===== src/rtl/ddrs_pkg.sv =====
// Shared encodings for the write/read-interrupt sequencer.
package ddrs_pkg;
    typedef enum logic [1:0] {
        CMD_NOP   = 2'd0,
        CMD_WRITE = 2'd1,
        CMD_READ  = 2'd2
    } cmd_e;

    typedef enum logic [1:0] {
        ST_IDLE  = 2'd0,
        ST_WRITE = 2'd1,
        ST_READ  = 2'd2
    } seq_st_e;
endpackage


===== src/rtl/ddrs_sched.sv =====
// Command scheduler: accepts requests, issues WRITE/READ, tracks the
// write data clock index, holds a read that interrupts the burst and
// raises the mask flag for the clocks around the interrupting READ.
// Assumes BL is even and at least 4; cap_busy covers the read capture.
module ddrs_sched
    import ddrs_pkg::*;
#(
    parameter int BL     = 8,
    parameter int BANK_W = 2,
    localparam int PAIRS = BL / 2,
    localparam int CW    = $clog2(PAIRS + 1)
) (
    input  logic              clk,
    input  logic              rst_n,
    input  logic              req_valid,
    input  logic              req_write,
    input  logic [BANK_W-1:0] req_bank,
    input  logic              cap_busy,
    output logic              req_ready,
    output logic              load,
    output logic [1:0]        cmd,
    output logic [BANK_W-1:0] cmd_bank,
    output logic              wr_act,
    output logic [CW-1:0]     wcnt,
    output logic              msk
);
    seq_st_e           st;
    logic              rd_pend;
    logic              rd_fired;
    logic [BANK_W-1:0] pend_bank;
    logic              win;
    logic              acc;
    logic              acc_rd_intr;
    logic              fire;

    // Acceptance window and handshake decode.
    always_comb begin
        win         = (st == ST_WRITE) && !rd_pend && !rd_fired &&
                      (wcnt <= CW'(PAIRS - 2));
        req_ready   = (st == ST_IDLE) || (win && !req_write);
        acc         = req_valid && req_ready;
        load        = acc && req_write && (st == ST_IDLE);
        acc_rd_intr = acc && (st == ST_WRITE);
        fire        = rd_pend && (wcnt >= CW'(1));
        wr_act      = (st == ST_WRITE);
    end

    // Sequencer state, command register and interrupt bookkeeping.
    always_ff @(posedge clk) begin
        if (!rst_n) begin
            st        <= ST_IDLE;
            wcnt      <= '0;
            rd_pend   <= 1'b0;
            rd_fired  <= 1'b0;
            msk       <= 1'b0;
            cmd       <= CMD_NOP;
            cmd_bank  <= '0;
            pend_bank <= '0;
        end else begin
            cmd <= CMD_NOP;
            case (st)
                ST_IDLE: begin
                    if (acc) begin
                        cmd_bank <= req_bank;
                        wcnt     <= '0;
                        if (req_write) begin
                            st  <= ST_WRITE;
                            cmd <= CMD_WRITE;
                        end else begin
                            st  <= ST_READ;
                            cmd <= CMD_READ;
                        end
                    end
                end
                ST_WRITE: begin
                    if (rd_fired) begin
                        st       <= ST_READ;
                        rd_fired <= 1'b0;
                        msk      <= 1'b0;
                    end else begin
                        wcnt <= wcnt + CW'(1);
                        if (acc_rd_intr) begin
                            rd_pend   <= 1'b1;
                            pend_bank <= req_bank;
                            msk       <= 1'b1;
                        end
                        if (fire) begin
                            cmd      <= CMD_READ;
                            cmd_bank <= pend_bank;
                            rd_pend  <= 1'b0;
                            rd_fired <= 1'b1;
                        end else if (wcnt == CW'(PAIRS) && !rd_pend) begin
                            st <= ST_IDLE;
                        end
                    end
                end
                ST_READ: begin
                    if (!cap_busy) st <= ST_IDLE;
                end
                default: st <= ST_IDLE;
            endcase
        end
    end

    // an interrupting READ comes at least two clocks after its WRITE.
    a_r3_min_spacing: assert property (@(posedge clk) disable iff (!rst_n)
        (cmd == CMD_READ && rd_fired) |-> (wcnt >= CW'(2)));
endmodule


===== src/rtl/ddrs_wr_drv.sv =====
// Write data driver: holds the burst, shifts out one beat pair per data
// clock, and drives mask, strobe and both output enables.
// Assumes the scheduler's clock index is 0 in the WRITE clock.
module ddrs_wr_drv #(
    parameter int BEAT_W = 8,
    parameter int BL     = 8,
    localparam int PAIRS  = BL / 2,
    localparam int CW     = $clog2(PAIRS + 1),
    localparam int PAIR_W = 2 * BEAT_W
) (
    input  logic               clk,
    input  logic               rst_n,
    input  logic               load,
    input  logic [BL*BEAT_W-1:0] wdata,
    input  logic               wr_act,
    input  logic [CW-1:0]      wcnt,
    input  logic               msk,
    output logic [PAIR_W-1:0]  dq_out,
    output logic [1:0]         dm_out,
    output logic               dq_oe,
    output logic               dqs_out,
    output logic               dqs_oe
);
    logic [BL*BEAT_W-1:0] burst_q;

    // Burst register: load on accept, shift one pair per driven clock.
    always_ff @(posedge clk) begin
        if (!rst_n)       burst_q <= '0;
        else if (load)    burst_q <= wdata;
        else if (dq_oe)   burst_q <= burst_q >> PAIR_W;
    end

    // Pad-side drive decode from the scheduler state.
    always_comb begin
        dq_oe   = wr_act && (wcnt != '0);
        dqs_oe  = wr_act;
        dq_out  = dq_oe ? burst_q[PAIR_W-1:0] : '0;
        dm_out  = dq_oe ? {2{msk}} : 2'b00;
        dqs_out = dq_oe && !msk;
    end
endmodule


===== src/rtl/ddrs_rd_cap.sv =====
// Read capture: counts from the READ command, samples the data input for
// BL/2 clocks starting CL clocks later, returns pairs with a done flag.
// Assumes CL >= 2.
module ddrs_rd_cap #(
    parameter int BEAT_W = 8,
    parameter int BL     = 8,
    parameter int CL     = 2,
    localparam int PAIRS  = BL / 2,
    localparam int LAST   = CL + PAIRS - 1,
    localparam int NW     = $clog2(LAST + 1),
    localparam int PAIR_W = 2 * BEAT_W
) (
    input  logic              clk,
    input  logic              rst_n,
    input  logic              rd_cmd,
    input  logic [PAIR_W-1:0] dq_in,
    output logic              rd_valid,
    output logic [PAIR_W-1:0] rd_data,
    output logic              rd_done,
    output logic              busy
);
    logic [NW-1:0] cnt;

    // Latency counter and sampling of the returning beat pairs.
    always_ff @(posedge clk) begin
        if (!rst_n) begin
            cnt      <= '0;
            rd_valid <= 1'b0;
            rd_done  <= 1'b0;
            rd_data  <= '0;
        end else begin
            rd_valid <= 1'b0;
            rd_done  <= 1'b0;
            if (rd_cmd) begin
                cnt <= NW'(1);
            end else if (cnt != '0) begin
                if (cnt >= NW'(CL)) begin
                    rd_valid <= 1'b1;
                    rd_data  <= dq_in;
                end
                if (cnt == NW'(LAST)) begin
                    rd_done <= 1'b1;
                    cnt     <= '0;
                end else begin
                    cnt <= cnt + NW'(1);
                end
            end
        end
    end

    // Busy from the READ clock until the last sample is taken.
    always_comb busy = rd_cmd || (cnt != '0);

    // the done pair is the last one, no pair follows it directly.
    a_r6_done_last: assert property (@(posedge clk) disable iff (!rst_n)
        rd_done |=> !rd_valid);
endmodule


===== src/rtl/ddr_wr_intr_seq.sv =====
// Top of the write-burst read-interrupt sequencer. Wires the scheduler,
// write driver and read capture together. Assumes BL even >= 4, CL >= 2.
module ddr_wr_intr_seq
    import ddrs_pkg::*;
#(
    parameter int BEAT_W = 8,
    parameter int BL     = 8,
    parameter int CL     = 2,
    parameter int BANK_W = 2,
    localparam int PAIRS  = BL / 2,
    localparam int CW     = $clog2(PAIRS + 1),
    localparam int PAIR_W = 2 * BEAT_W
) (
    input  logic                 clk,
    input  logic                 rst_n,
    input  logic                 req_valid,
    input  logic                 req_write,
    input  logic [BANK_W-1:0]    req_bank,
    input  logic [BL*BEAT_W-1:0] req_wdata,
    output logic                 req_ready,
    output logic [1:0]           cmd,
    output logic [BANK_W-1:0]    cmd_bank,
    output logic [PAIR_W-1:0]    dq_out,
    output logic [1:0]           dm_out,
    output logic                 dq_oe,
    output logic                 dqs_out,
    output logic                 dqs_oe,
    input  logic [PAIR_W-1:0]    dq_in,
    output logic                 rd_valid,
    output logic [PAIR_W-1:0]    rd_data,
    output logic                 rd_done
);
    logic          load;
    logic          wr_act;
    logic [CW-1:0] wcnt;
    logic          msk;
    logic          cap_busy;
    logic          rd_cmd;

    // READ command decode for the capture counter.
    always_comb rd_cmd = (cmd == CMD_READ);

    ddrs_sched #(.BL(BL), .BANK_W(BANK_W)) u_sched (
        .clk(clk), .rst_n(rst_n),
        .req_valid(req_valid), .req_write(req_write), .req_bank(req_bank),
        .cap_busy(cap_busy), .req_ready(req_ready), .load(load),
        .cmd(cmd), .cmd_bank(cmd_bank),
        .wr_act(wr_act), .wcnt(wcnt), .msk(msk)
    );

    ddrs_wr_drv #(.BEAT_W(BEAT_W), .BL(BL)) u_wr (
        .clk(clk), .rst_n(rst_n), .load(load), .wdata(req_wdata),
        .wr_act(wr_act), .wcnt(wcnt), .msk(msk),
        .dq_out(dq_out), .dm_out(dm_out), .dq_oe(dq_oe),
        .dqs_out(dqs_out), .dqs_oe(dqs_oe)
    );

    ddrs_rd_cap #(.BEAT_W(BEAT_W), .BL(BL), .CL(CL)) u_rd (
        .clk(clk), .rst_n(rst_n), .rd_cmd(rd_cmd), .dq_in(dq_in),
        .rd_valid(rd_valid), .rd_data(rd_data), .rd_done(rd_done),
        .busy(cap_busy)
    );

    // the clock after a WRITE command carries the first data pair.
    a_r1_first_pair: assert property (@(posedge clk) disable iff (!rst_n)
        $past(cmd == CMD_WRITE) |-> dq_oe);

    // a READ issued while data is driven follows a fully masked clock.
    a_r4_mask_before: assert property (@(posedge clk) disable iff (!rst_n)
        (cmd == CMD_READ && dq_oe) |-> ($past(dm_out) == 2'b11));

    // both lines are released in the clock after any READ.
    a_r5_release: assert property (@(posedge clk) disable iff (!rst_n)
        $past(cmd == CMD_READ) |-> (!dq_oe && !dqs_oe));
endmodule


===== config.mk =====
export PLATFORM = sky130hd
export DESIGN_NAME = ddr_wr_intr_seq
export DESIGN_NICKNAME = d
export VERILOG_FILES = /design/src/rtl/ddrs_pkg.sv /design/src/rtl/ddrs_sched.sv /design/src/rtl/ddrs_wr_drv.sv /design/src/rtl/ddrs_rd_cap.sv /design/src/rtl/ddr_wr_intr_seq.sv
export SDC_FILE = /design/constraint.sdc
export NUM_CORES = 1
export LEC_CHECK = 0
export BUFFER_PORTS_ARGS = -buffer_cell sky130_fd_sc_hd__buf_2
export CAP_MARGIN = 15
export CORE_MARGIN = 3
export CORE_UTILIZATION = 29
export CTS_BUF_LIST = sky130_fd_sc_hd__clkbuf_2
export CTS_CLUSTER_DIAMETER = 30
export DETAILED_ROUTE_END_ITERATION = 8
export HOLD_SLACK_MARGIN = 0.06
export MAX_ROUTING_LAYER = met4
export PLACE_DENSITY = 0.55
export SETUP_SLACK_MARGIN = 0.5
export SLEW_MARGIN = 10
export SYNTH_ARGS = -nofsm -noshare
export SYNTH_HDL_FRONTEND = slang
export SYNTH_HIERARCHICAL = 1
export SYNTH_SLANG_ARGS = --single-unit

===== constraint.sdc =====
create_clock -name clk -period 1.55 [get_ports clk]
set_input_delay 0.155 -clock clk [delete_from_list [all_inputs] [get_ports clk]]
set_output_delay 0.155 -clock clk [all_outputs]
set_load 0.02 [all_outputs]

==> results.cfg <==
[routing]
wirelength_um = 17100
wl_per_cell_um = 16.80
drcViolationCount = 0
drt_iter0_markers = 236
first_pass_iters = 6
vias_per_cell = 4.955
vias = 5044
postRouteAntennaNets = 0

[synth]
syn_nets = 640
yosysTopAreaCell = dfxtp_1
syn-cell-area_um2 = 4477
ys_top_cells_by_count = nand2_1 (108), a21oi_1 (106), dfxtp_1 (99), o21ai_0 (48), mux2i_1 (21)
synth.top_cells.by_area = dfxtp_1 (44%), a21oi_1 (12%), nand2_1 (9.1%)
ys_ff_latch = 99
synth_cell_types = 47
synth_edf_count = 0
synth_top_area_share_pct = 44.27
ys_warn_count = 6
synth_ff_type = dfxtp_1
async_flop_share_pct = 0
yosysSeqAreaShare_pct = 44.27
yosysMostFrequentCell = nand2_1
synth_area_per_cell_um2 = 8.199
synth_cells = 546

[min_path]
hold_path_class = input port to flop

[place]
place.gp.congestion = 0.8172
postPlaceCellArea_um2 = 5600
place_ws_ns = 0.007777
hpwl_um = 8733
port_buffers = 129

[layout]
utilization_pct = 58.31
area_growth_pct = 92.87
nets = 923
n_fill_cell = 1208
n_antenna_cell = 0
final_layout_size_suffix_gt1_share_pct = 52.88
design_area_um2 = 8635

[pwr]
p_per_area_nw_per_um2 = 686.0
total_power_mw = 5.923
p_leak_nw = 3.490
irDropWorstVdd_mv = 0.6381

[clock_tree]
htree_levels = 3
cts_buffers = 9
cts_root_buf = clkbuf_2
clockBufferDepth = 2
clkSlewWorstSetupHoldPaths_ns = 0.28
clk_latency_ns = 0.61
cts_sinks = 99
cts_tree = yes

[floorplanning]
dieWidth_um = 130.2
die_h_um = 130.2
ioPinCount = 130
die_area_um2 = 16960
fp.coreArea_um2 = 14810
start_util_pct = 30.23
row_count = 44

[global_route]
grt_pass1_vias = 5173
grt_pass1_wl_um = 25400
grt_use_total_pct = 19.42
grt_max_degree = 86
grt_remaining_overflow = 0
antenna_found_initial = 0

[critical_path]
crit_chain = and2b_2, o31ai_4, inv_2, buf_12, and2_2, buf_2
crit_required_ns = 1.39
cp_max_fo = 10
crit_buf_inv = 3
path_class = flop to primary output
cp.arrival_ns = 1.92
worst_path_max_delay_cell = dfxtp_4
cpLargestDelayFamily = buffers and inverters
endpoint_kind = primary output
slowest_delay_ns = 0.42
crit_path_start_kind = flop

[flow_run]
max_cap_violations = 0

[timing]
min_period_ns = 2.072
relSlewSlack_pct = 67.50
tns_ns = -27.65
max_freq_mhz = 482.7
skew_ns = 0.03242
finalHoldViolCount = 0
final.period_utilization_pct = 133.7
setup_viol = 96
rsz0062_at_grt = yes
setup_slack_ns = -0.5216
worst_pin_slew_ns = 0.4864
maxSlewViolCount = 0

[run_status]
violations = negative setup slack
outcome = finished with violations
[power by group]
| group | leakage [nW] | total [mW] | internal [mW] | switching [mW] |
|---|---|---|---|---|
| Clock | 0.0560 | 1.13 | 0.218 | 0.914 |
| Sequential | 0.824 | 2.86 | 2.73 | 0.134 |
| Combinational | 2.61 | 1.93 | 1.08 | 0.849 |
| Total | 3.49 | 5.92 | 4.03 | 1.90 |
[placed cells by master, fill, tap and decap left out, types with 6 or more instances in the layout]
cell type and instances:
nand2_1 102, dlygate4sd3_1 91, buf_2 90, buf_6 72
dfxtp_1 71, a21oi_2 51, a21oi_1 47, buf_4 26
o21ai_2 23, dfxtp_2 22, mux2i_1 19, nand3_2 16
a21boi_1 15, buf_16 14, buf_12 13, and2_4 13
o21ai_1 12, o21ai_0 11, clkbuf_2 10, a21oi_4 8
nand2_2 6, dfxtp_4 6, and2_2 6
[registers in the layout (all words and copies together), names as in the netlist]
| signal | count |
|---|---|
| u_sched/wcnt | 3 |
| u_sched/msk | 1 |
| u_sched/cmd_bank | 2 |
| u_sched/rd_fired | 1 |
| u_sched/cmd | 2 |
| u_sched/st | 2 |
| u_wr/burst_q | 64 |
| u_rd/rd_done | 1 |
| u_rd/rd_valid | 1 |
| u_sched/rd_pend | 1 |
| u_rd/rd_data | 16 |
| u_sched/pend_bank | 2 |
| u_rd/cnt | 3 |
[worst paths after layout]
check	cells after the start	end	startpoint	slack (ns)
max	6	dq_out[15]	u_sched/st[0]	-0.52
min	5	u_wr/burst_q[53]	req_valid	0.18
min reg2reg	2	u_wr/burst_q[3]	u_wr/burst_q[3]	0.47
max reg2reg	8	u_sched/cmd_bank[0]	u_sched/wcnt[0]	-0.40
[worst reg2reg max path: cells and delay by family, from the launching register on]
| kind | cells | cell delay, ns |
|---|---|---|
| adders and majority gates | 1 | 0.15 |
| buffers and inverters | 4 | 0.44 |
| AOI/OAI and AO/OA | 3 | 0.84 |
| DFF | 1 | 0.43 |
[stage by stage]
stage / std cells / hold WS (ns)
after global placement: 839 / 0.4046
after CTS: 1000 / 0.09292
after floorplan: 546 / 0.2930
after global routing: 1018 / 0.1053
after detailed placement: 839 / 0.4125
final: 1018 / 0.1779
[area by class of cell]
type	instances	area [um2]	share of cell area, %
timing repair buffer	316	3253	37.68
multi-input combinational	394	2972	34.42
sequential	99	2032	23.53
tap	184	230.2	2.666
clock buffer	10	50.05	0.5796
inverter	8	45.04	0.5217
clock inverter	6	41.29	0.4782
timing repair inverter	1	11.26	0.1304
[cell families after synthesis]
logic type | Yosys count | share of synthesized area [%]
buffers and inverters | 53 | 6.903
adder cells (fa/ha/maj) | 8 | 2.236
AO/OA/AOI/OAI | 185 | 22.78
multiplexers | 21 | 4.695
AND/OR/NAND/NOR | 180 | 19.12
flip-flops | 99 | 44.27
[routing by layer]
metal / track usage [%] / vias to the layer above / wire, um
met5: - / - / 0
met4: 4.829 / 0 / 280
met3: 5.321 / 23 / 982
met2: 34.01 / 173 / 8823
met1: 21.93 / 2403 / 7016
li1: - / 2445 / -
[repair_timing]
item | 4_1_cts | 5_1_grt
buffers inserted | 35 | 14
endpoints found under the setup margin | 140 | 143
pin swaps | 36 | 38
gates resized for setup | 234 | 99
cloned | 18 | 4
hold endpoints to repair | 92 | 0
hold buffers | 92 | 0
(Power assumes the default switching activity.)
